==> src/rtl/dcdisc_pkg.sv <==
package dcdisc_pkg;

    typedef enum logic [1:0] {
        DLY_X4 = 2'b00,
        DLY_X1 = 2'b01,
        DLY_X2 = 2'b10,
        DLY_X8 = 2'b11
    } dly_sel_e;

    typedef struct packed {
        logic below;
        logic powered;
        logic enable;
    } port_in_t;

    localparam int unsigned MAX_MULT = 8;

    function automatic int unsigned sel_mult(dly_sel_e s);
        case (s)
            DLY_X1:  return 1;
            DLY_X2:  return 2;
            DLY_X4:  return 4;
            default: return MAX_MULT;
        endcase
    endfunction

endpackage

==> src/rtl/dcdisc_qual.sv <==
module dcdisc_qual #(
    parameter int unsigned QUAL_TICKS = 15
) (
    input  logic clk,
    input  logic rst,
    input  logic clear,
    input  logic tick,
    input  logic above,
    output logic hit
);
    localparam int unsigned QW = $clog2(QUAL_TICKS + 1);
    localparam logic [QW-1:0] QMAX  = QW'(QUAL_TICKS);
    localparam logic [QW-1:0] QLAST = QW'(QUAL_TICKS - 1);

    logic [QW-1:0] run_q;

    assign hit = tick && above && !clear && (run_q >= QLAST);

    always_ff @(posedge clk) begin
        if (clear) begin
            run_q <= '0;
        end else if (tick) begin
            if (!above)
                run_q <= '0;
            else if (run_q != QMAX)
                run_q <= run_q + 1'b1;
        end
    end


    qual_restart_chk: assert property (@(posedge clk) disable iff (rst)
        (tick && !above && !clear) |=> (run_q == '0));


    qual_clear_chk: assert property (@(posedge clk) disable iff (rst)
        clear |=> (run_q == '0));

endmodule

==> src/rtl/dcdisc_delay.sv <==
module dcdisc_delay #(
    parameter int unsigned CW = 10
) (
    input  logic          clk,
    input  logic          rst,
    input  logic          clear,
    input  logic          tick,
    input  logic          below,
    input  logic          restart,
    input  logic [CW-1:0] limit,
    output logic          fire
);
    logic [CW-1:0] cnt_q;
    logic [CW:0]   cnt_inc;
    logic          reach;

    assign cnt_inc = {1'b0, cnt_q} + 1'b1;
    assign reach   = cnt_inc >= {1'b0, limit};

    always_ff @(posedge clk) begin
        if (clear) begin
            cnt_q <= '0;
            fire  <= 1'b0;
        end else begin
            fire <= 1'b0;
            if (tick) begin
                if (below) begin
                    if (reach) begin
                        cnt_q <= '0;
                        fire  <= 1'b1;
                    end else begin
                        cnt_q <= cnt_inc[CW-1:0];
                    end
                end else if (restart) begin
                    cnt_q <= '0;
                end
            end
        end
    end


    fire_on_tick_chk: assert property (@(posedge clk) disable iff (rst)
        fire |-> $past(tick && below));


    idle_hold_chk: assert property (@(posedge clk) disable iff (rst)
        (!tick && !clear) |=> $stable(cnt_q));


    qual_wipe_chk: assert property (@(posedge clk) disable iff (rst)
        (tick && !below && restart && !clear) |=> (cnt_q == '0));


    burst_hold_chk: assert property (@(posedge clk) disable iff (rst)
        (tick && !below && !restart && !clear) |=> $stable(cnt_q));

endmodule

==> src/rtl/dcdisc_port.sv <==
module dcdisc_port
    import dcdisc_pkg::*;
#(
    parameter int unsigned QUAL_TICKS = 15,
    parameter int unsigned CW         = 10
) (
    input  logic          clk,
    input  logic          rst,
    input  logic          tick,
    input  port_in_t      pin,
    input  logic [CW-1:0] limit,
    output logic          evt
);
    logic clear;
    logic qual_hit;

    assign clear = rst || !pin.powered || !pin.enable;

    dcdisc_qual #(.QUAL_TICKS(QUAL_TICKS)) u_qual (
        .clk   (clk),
        .rst   (rst),
        .clear (clear),
        .tick  (tick),
        .above (!pin.below),
        .hit   (qual_hit)
    );

    dcdisc_delay #(.CW(CW)) u_delay (
        .clk     (clk),
        .rst     (rst),
        .clear   (clear),
        .tick    (tick),
        .below   (pin.below),
        .restart (qual_hit),
        .limit   (limit),
        .fire    (evt)
    );

endmodule

==> src/rtl/dcdisc_timer.sv <==
module dcdisc_timer
    import dcdisc_pkg::*;
#(
    parameter int unsigned NPORTS     = 4,
    parameter int unsigned DLY_UNIT   = 90,
    parameter int unsigned QUAL_TICKS = 15
) (
    input  logic              clk,
    input  logic              rst,
    input  logic              tick_ms,
    input  logic [1:0]        dly_sel,
    input  logic [NPORTS-1:0] below_thr,
    input  logic [NPORTS-1:0] powered,
    input  logic [NPORTS-1:0] dis_en,
    output logic [NPORTS-1:0] disc_evt
);
    localparam int unsigned MAX_LIMIT = MAX_MULT * DLY_UNIT;
    localparam int unsigned CW        = $clog2(MAX_LIMIT + 1);

    logic [CW-1:0] limit;

    assign limit = CW'(sel_mult(dly_sel_e'(dly_sel)) * DLY_UNIT);

    for (genvar i = 0; i < NPORTS; i++) begin : g_port
        port_in_t pin;
        assign pin = '{below: below_thr[i], powered: powered[i], enable: dis_en[i]};

        dcdisc_port #(.QUAL_TICKS(QUAL_TICKS), .CW(CW)) u_port (
            .clk   (clk),
            .rst   (rst),
            .tick  (tick_ms),
            .pin   (pin),
            .limit (limit),
            .evt   (disc_evt[i])
        );


        gated_evt_chk: assert property (@(posedge clk) disable iff (rst)
            disc_evt[i] |-> $past(powered[i] && dis_en[i] && !rst));
    end

endmodule

==> config.mk <==
export PLATFORM = sky130hd
export DESIGN_NAME = dcdisc_timer
export DESIGN_NICKNAME = d
export VERILOG_FILES = /design/src/rtl/dcdisc_pkg.sv /design/src/rtl/dcdisc_qual.sv /design/src/rtl/dcdisc_delay.sv /design/src/rtl/dcdisc_port.sv /design/src/rtl/dcdisc_timer.sv
export SDC_FILE = /design/constraint.sdc
export NUM_CORES = 1
export LEC_CHECK = 0
export ABC_AREA = 1
export CAP_MARGIN = 30
export CELL_PAD_IN_SITES_DETAIL_PLACEMENT = 1
export CELL_PAD_IN_SITES_GLOBAL_PLACEMENT = 2
export CORE_UTILIZATION = 31
export DETAILED_ROUTE_END_ITERATION = 8
export GPL_TIMING_DRIVEN = 0
export MAX_ROUTING_LAYER = met4
export PLACE_DENSITY = 0.85
export SETUP_SLACK_MARGIN = 0.15
export SLEW_MARGIN = 20
export SYNTH_ARGS = -nofsm -noshare
export SYNTH_HDL_FRONTEND = slang
export SYNTH_HIERARCHICAL = 1
export SYNTH_SLANG_ARGS = --single-unit
export TNS_END_PERCENT = 20
==> constraint.sdc <==
create_clock -name clk -period 3.1 [get_ports clk]
set_input_delay 0.62 -clock clk [delete_from_list [all_inputs] [get_ports clk]]
set_output_delay 0.62 -clock clk [all_outputs]
set_load 0.02 [all_outputs]
# ---- After elaboration in Yosys (flattened, before gate mapping)
# Cells that the tools add are included.
dict set report word_totals {
  register_bits 60
  output_inout_bits 4
  word_cells 122
}
dict set report op_classes {
  addsub 8
  n_mul 1
  n_lt_le_gt_ge 8
  eq_ne 6
  muxes 25
  bitwise_logic 5
  n_reduce_logical 57
}
# cell n
set ops {}
lappend ops {{$mux W10} 12}
lappend ops {{$add A10 B1 Y11 const B} 4}
lappend ops {{$ge A11 B10 Y1} 4}
lappend ops {{$mul A32 B6 Y9 const B} 1}
lappend ops {{$mux W4} 8}
lappend ops {{$add A4 B1 Y4 const B} 4}
lappend ops {{$ge A4 B4 Y1 const B} 4}
lappend ops {{$logic_not A1 Y1} 16}
lappend ops {{$ne A4 B4 Y1 const B} 4}
lappend ops {{$reduce_and A2 Y1} 8}
lappend ops {{$reduce_bool A2 Y1} 8}
lappend ops {{$logic_and A1 B1 Y1} 12}
lappend ops {{$pmux W4 S3} 1}
lappend ops {{$reduce_or A3 Y1} 4}
lappend ops {{$logic_or A1 B1 Y1} 8}
lappend ops {{$not A1 Y1} 5}
lappend ops {{$mux W1} 4}
lappend ops {{$eq A2 B1 Y1 const B} 1}
lappend ops {{$eq A2 B2 Y1 const B} 1}
lappend ops {{$logic_not A2 Y1} 1}

# ---- Depth between registers and ports, before layout
# Gate-level depths: netlist of run 1.
dict set report logic_depth {
  depth_word 8
  ltp_mapped 18
  ltp_nobuf 17
}

# ---- By module
# Netlist of run 1, hierarchy kept.
# mod instances cells_per_inst area_per_inst_um2 seq_area_each_um2
set by_module_without_submodules {}
lappend by_module_without_submodules {{dcdisc_delay at g_port[1].u_port.u_delay ...} 2 162 1019.7 220.2}
lappend by_module_without_submodules {dcdisc_qual 4 41 271.5 80.1}
lappend by_module_without_submodules {{dcdisc_delay at g_port[0].u_port.u_delay} 1 156 999.7 220.2}
lappend by_module_without_submodules {{dcdisc_delay at g_port[3].u_port.u_delay} 1 158 982.2 220.2}
lappend by_module_without_submodules {dcdisc_timer 1 40 244.0 0.0}
lappend by_module_without_submodules {dcdisc_port 4 3 17.5 0.0}

# ---- Worst setup path after synthesis of run 1
# OpenSTA, ideal clock, no wires.
dict set report synth_timing {
  path_type {input to register}
  start {input port dly_sel[0]}
  end {register g_port[0].u_port.u_delay.cnt_q[5]}
  t_arrival_ps 2937
  setup_slack_ps 93
  cell_stages 17
  path_buffers 1
  cell_sequence {inv_1 ha_1 ha_1 ha_1 xnor2_1 inv_1 ha_1 nand2_1 inv_1 a21oi_1 nand2_1 nand2_1 nand2_1 nand2_1 buf_4 nand3_1 a21oi_1}
}
dict set report synth_via {
  elab_chain_cells 6
  word_cells_on_any_way 8
}
# element line
set synth_rtl {}
lappend synth_rtl {{from (decl)} dcdisc_timer.sv:11} ;# input logic [1:0] dly_sel,
lappend synth_rtl {{$eq A2 B2 Y1, or another cell as far along} dcdisc_pkg.sv:19} ;# case (s)
lappend synth_rtl {{$pmux W4 S3 (*)} dcdisc_pkg.sv:19}
lappend synth_rtl {{$mul A32 B6 Y9 (*)} dcdisc_timer.sv:22} ;# assign limit = CW'(sel_mult(dly_sel_e'(dly_sel)) * DLY_UNIT);
lappend synth_rtl {{net limit[2]} dcdisc_timer.sv:20} ;# logic [CW-1:0] limit;
lappend synth_rtl {{$ge A11 B10 Y1 (*)} dcdisc_delay.sv:18} ;# assign reach = cnt_inc >= {1'b0, limit};
lappend synth_rtl {{$mux W10 (*)} dcdisc_delay.sv:28} ;# if (reach) begin
lappend synth_rtl {{$mux W10 (*)} dcdisc_delay.sv:27} ;# if (below) begin
lappend synth_rtl {{to (signal assigned)} dcdisc_delay.sv:32} ;# cnt_q <= cnt_inc[CW-1:0];
lappend synth_rtl {{to (decl)} dcdisc_delay.sv:13} ;# logic [CW-1:0] cnt_q;
# The timed path passes the listed nets; every way through them passes the cells marked *.
# A chain may end at the register's enable or synchronous reset.

# ---- Worst setup path after layout of run 1
dict set report layout_timing {
  start {input port dly_sel[0]}
  end {register g_port[1].u_port.u_delay.cnt_q[4]}
}
dict set report layout_via {
  elab_chain_cells 6
  word_cells_on_any_way 8
}
# element line
set layout_rtl {}
lappend layout_rtl {{$eq A2 B2 Y1, or another cell as far along} dcdisc_pkg.sv:19}
lappend layout_rtl {{$pmux W4 S3 (*)} dcdisc_pkg.sv:19}
lappend layout_rtl {{$mul A32 B6 Y9 (*)} dcdisc_timer.sv:22}
lappend layout_rtl {{net limit[2]} dcdisc_timer.sv:20}
lappend layout_rtl {{$ge A11 B10 Y1 (*)} dcdisc_delay.sv:18}
lappend layout_rtl {{$mux W10 (*)} dcdisc_delay.sv:28}
lappend layout_rtl {{$mux W10 (*)} dcdisc_delay.sv:27}
lappend layout_rtl {{to (signal assigned)} dcdisc_delay.sv:32}
lappend layout_rtl {{to (decl)} dcdisc_delay.sv:13}
# Marks and branches as above.

==> impl_metrics.json, run 1 <==
{
  "die-height_um": 134,
  "first_pass_iters": 4,
  "area_delta_synth_final_pct": 17.1,
  "ys_warn_count": 6,
  "start_util_pct": 32.2,
  "fill_cells": 2229,
  "path_class": "input pin to flop",
  "status": "complete, no violations",
  "synthTopCellsByArea": "dfxtp_1 (22%), nand2_1 (15%), ha_1 (14%), inv_1 (12%), nand3_1 (7.5%)",
  "crit_required_ps": 3370,
  "grt.busiest_layer": "met2",
  "ant_nets": 0,
  "setup-violations-final": 0,
  "diodes": 0,
  "die_area_um2": 18000,
  "cts_num_sinks": 60,
  "initialDrtViolationCount": 151,
  "slew_viol_final": 0,
  "via_count": 5193,
  "insertion_delay_ps": 340,
  "final_layout_size_suffix_gt1_share_pct": 13.7,
  "wl_per_cell_um": 12.2,
  "seq_area_um2": 1200,
  "viasPerCell": 4.64,
  "end_kind": "flop",
  "finalClockSkew_ps": 9.67,
  "drc": 0,
  "use_met3_pct": 3.06,
  "synth_cells": 854,
  "layout_common_cells": "nand2_1 (211), inv_1 (174), nand3_1 (81)",
  "cts_tree": "done",
  "antenna_found_initial": 0,
  "synth_top_cell_by_area": "dfxtp_1",
  "chipWidth_um": 134,
  "yosysSeqAreaShare_pct": 22.2,
  "rsz0062_at_grt": "yes",
  "dp_hpwl_um": 10300,
  "critPathLaunchType": "input pin",
  "avgSynthCellArea_um2": 6.35,
  "synth_top_area_share_pct": 22.2,
  "wl_um": 13700,
  "boundaryPins": 21,
  "setup_tns_ps": 0,
  "arrival_ps": 3000,
  "grt_use_total_pct": 16.9,
  "drv.max_cap_violation_count": 0,
  "root_buffer": "clkbuf_16",
  "power_density_nw_per_um2": 315,
  "rows": 47,
  "finalCriticalPeriod_ps": 2730,
  "ys_types": 32,
  "nNetsFinal": 973,
  "clk_pin_slew_worst_paths_ps": 60,
  "htree_levels": 3,
  "utilization_pct": 37.8,
  "cts_hold_buf": 0,
  "holdWs_ps": 484,
  "multi_input_area_um2": 3540,
  "leakage_nw": 3.05,
  "gp_congestion": 0.768,
  "grt_pass1_vias": 5088,
  "preCtsSetupSlack_ps": -777,
  "power_mw": 2.00,
  "critPathMaxFanout": 5,
  "core_area_um2": 16800,
  "layout_setup_ws_ps": 365,
  "numPortBuffers": 20,
  "ys_ff_latch": 60,
  "hold_class": "flop to flop",
  "grt_pass1_wl_um": 23600,
  "numCtsBuffers": 9,
  "grt_overflow_total": 0,
  "use_met2_pct": 27.8,
  "hold_violations": 0,
  "fin_crit_sh_pct": 88.2,
  "ir_worst_vdd_v": 0.000228,
  "cts_buffer_depth": 2,
  "layout_commonest_cell": "nand2_1",
  "netlist_area_um2": 5420,
  "grt_max_degree": 29,
  "relSlewSlack_pct": 42.7,
  "tightest_slew_ps": 854,
  "max_freq_mhz": 366,
  "use_met1_pct": 20.9
}
==> logic make-up after synthesis <==
kind of cell / after synthesis / share of synthesized area [%]
and+or+nand+nor: 443 / 38.6
buffers and inverters: 192 / 14.4
AOI/OAI and AO/OA: 87 / 9.12
adders and majority gates: 61 / 14.1
DFF: 60 / 22.2
xor gates and xnor gates: 10 / 1.62
other: 1 / 0.0692
==> report_power, final <==
| group | switching, mW | internal, mW |
|---|---|---|
| Clock | 0.383 | 0.602 |
| Sequential | 0.00348 | 0.774 |
| Combinational | 0.148 | 0.0901 |
| Total | 0.534 | 1.47 |
==> worst max-delay path: stages <==
cell and delay (ps):
clkbuf_4 160, inv_4 70, ha_4 180, ha_4 250
ha_4 240, xnor2_2 140, buf_4 160, inv_1 40
ha_1 280, nand2_1 80, inv_1 40, a21oi_1 140
nand2_1 70, nand2_1 60, nand2_1 60, nand2_2 100
buf_6 130, nand3_2 50, a21oi_1 120
==> routing by layer <==
| metal | routed length (µm) | share of wire, % |
|---|---|---|
| met1 | 6920 | 50 |
| met2 | 6380 | 47 |
| met3 | 270 | 2.0 |
| met4 | 133 | 0.97 |
| met5 | 0 | 0 |
==> through the flow <==
step | instances | instance area (µm²)
floorplan | 857 | 5440
global placement | 1097 | 5920
detailed placement | 1097 | 5910
CTS | 1117 | 6300
global route | 1120 | 6350
finish | 1120 | 6350
==> cell usage after synthesis <==
master    count
a21o_1        1
a21oi_1      54
a21oi_2       9
buf_2         1
buf_4         5
buf_6         5
clkbuf_1      2
clkinv_1      1
conb_1        1
dfxtp_1      60
ha_1         61
inv_1       176
inv_2         2
nand2_1     213
nand2_2      13
nand3_1      81
nand3_2      23
nand3b_1      7
nand4_1      13
nand4_2       3
nor2_1       68
nor2_2       16
nor2_4        3
nor3_1        2
o21a_1        1
o21ai_0       3
o21ai_1      13
o21ai_2       4
o21bai_1      2
or2_2         1
xnor2_1       1
xor2_1        9
==> repair_timing <==
item / CTS / global route
buffers inserted: 1 / 3
pin swaps: 2 / 0
cloned: 3 / 0
setup endpoints to repair: 44 / 43
resized for setup: 22 / 12
==> cell type report <==
type / instances / share of cell area, %
Clock buffer: 12 / 4.20
Tap cell: 220 / 4.33
Timing Repair Buffer: 27 / 3.90
Inverter: 179 / 10.7
Multi-Input combinational cell: 605 / 55.8
Clock inverter: 4 / 0.355
Buffer: 13 / 1.85
Sequential cell: 60 / 18.9
==> flip-flops by register name, indices dropped and copies added (netlist names) <==
name,cells
g_port.u_port/u_delay/cnt_q,40
g_port.u_port/u_qual/run_q,16
g_port.u_port/u_delay/fire,4
==> path summary, 6_finish.rpt <==
path	startpoint	end	slack (ps)	depth (start not counted)
max reg2reg	g_port[0].u_port/u_delay/cnt_q[0]$_SDFFE_PP0P_	g_port[0].u_port/u_delay/cnt_q[3]$_SDFFE_PP0P_	390	16
min reg2reg	g_port[1].u_port/u_delay/cnt_q[9]$_SDFFE_PP0P_	g_port[1].u_port/u_delay/cnt_q[9]$_SDFFE_PP0P_	480	2
max	dly_sel[0]	g_port[1].u_port/u_delay/cnt_q[4]$_SDFFE_PP0P_	370	19
min	g_port[1].u_port/u_delay/cnt_q[9]$_SDFFE_PP0P_	g_port[1].u_port/u_delay/cnt_q[9]$_SDFFE_PP0P_	480	2
Note: power is estimated with default switching activity, not from simulation.
==> inputs of run 2 (changes only) <==
--- a/config.mk
+++ b/config.mk
@@ -12,6 +12,7 @@
 export CORE_UTILIZATION = 31
 export DETAILED_ROUTE_END_ITERATION = 8
 export GPL_TIMING_DRIVEN = 0
+export HOLD_SLACK_MARGIN = 0.05
 export MAX_ROUTING_LAYER = met4
 export PLACE_DENSITY = 0.85
 export SETUP_SLACK_MARGIN = 0.15
==> results of run 2 <==
No change in the layout: final DEF, timing and power equal those of run 1.
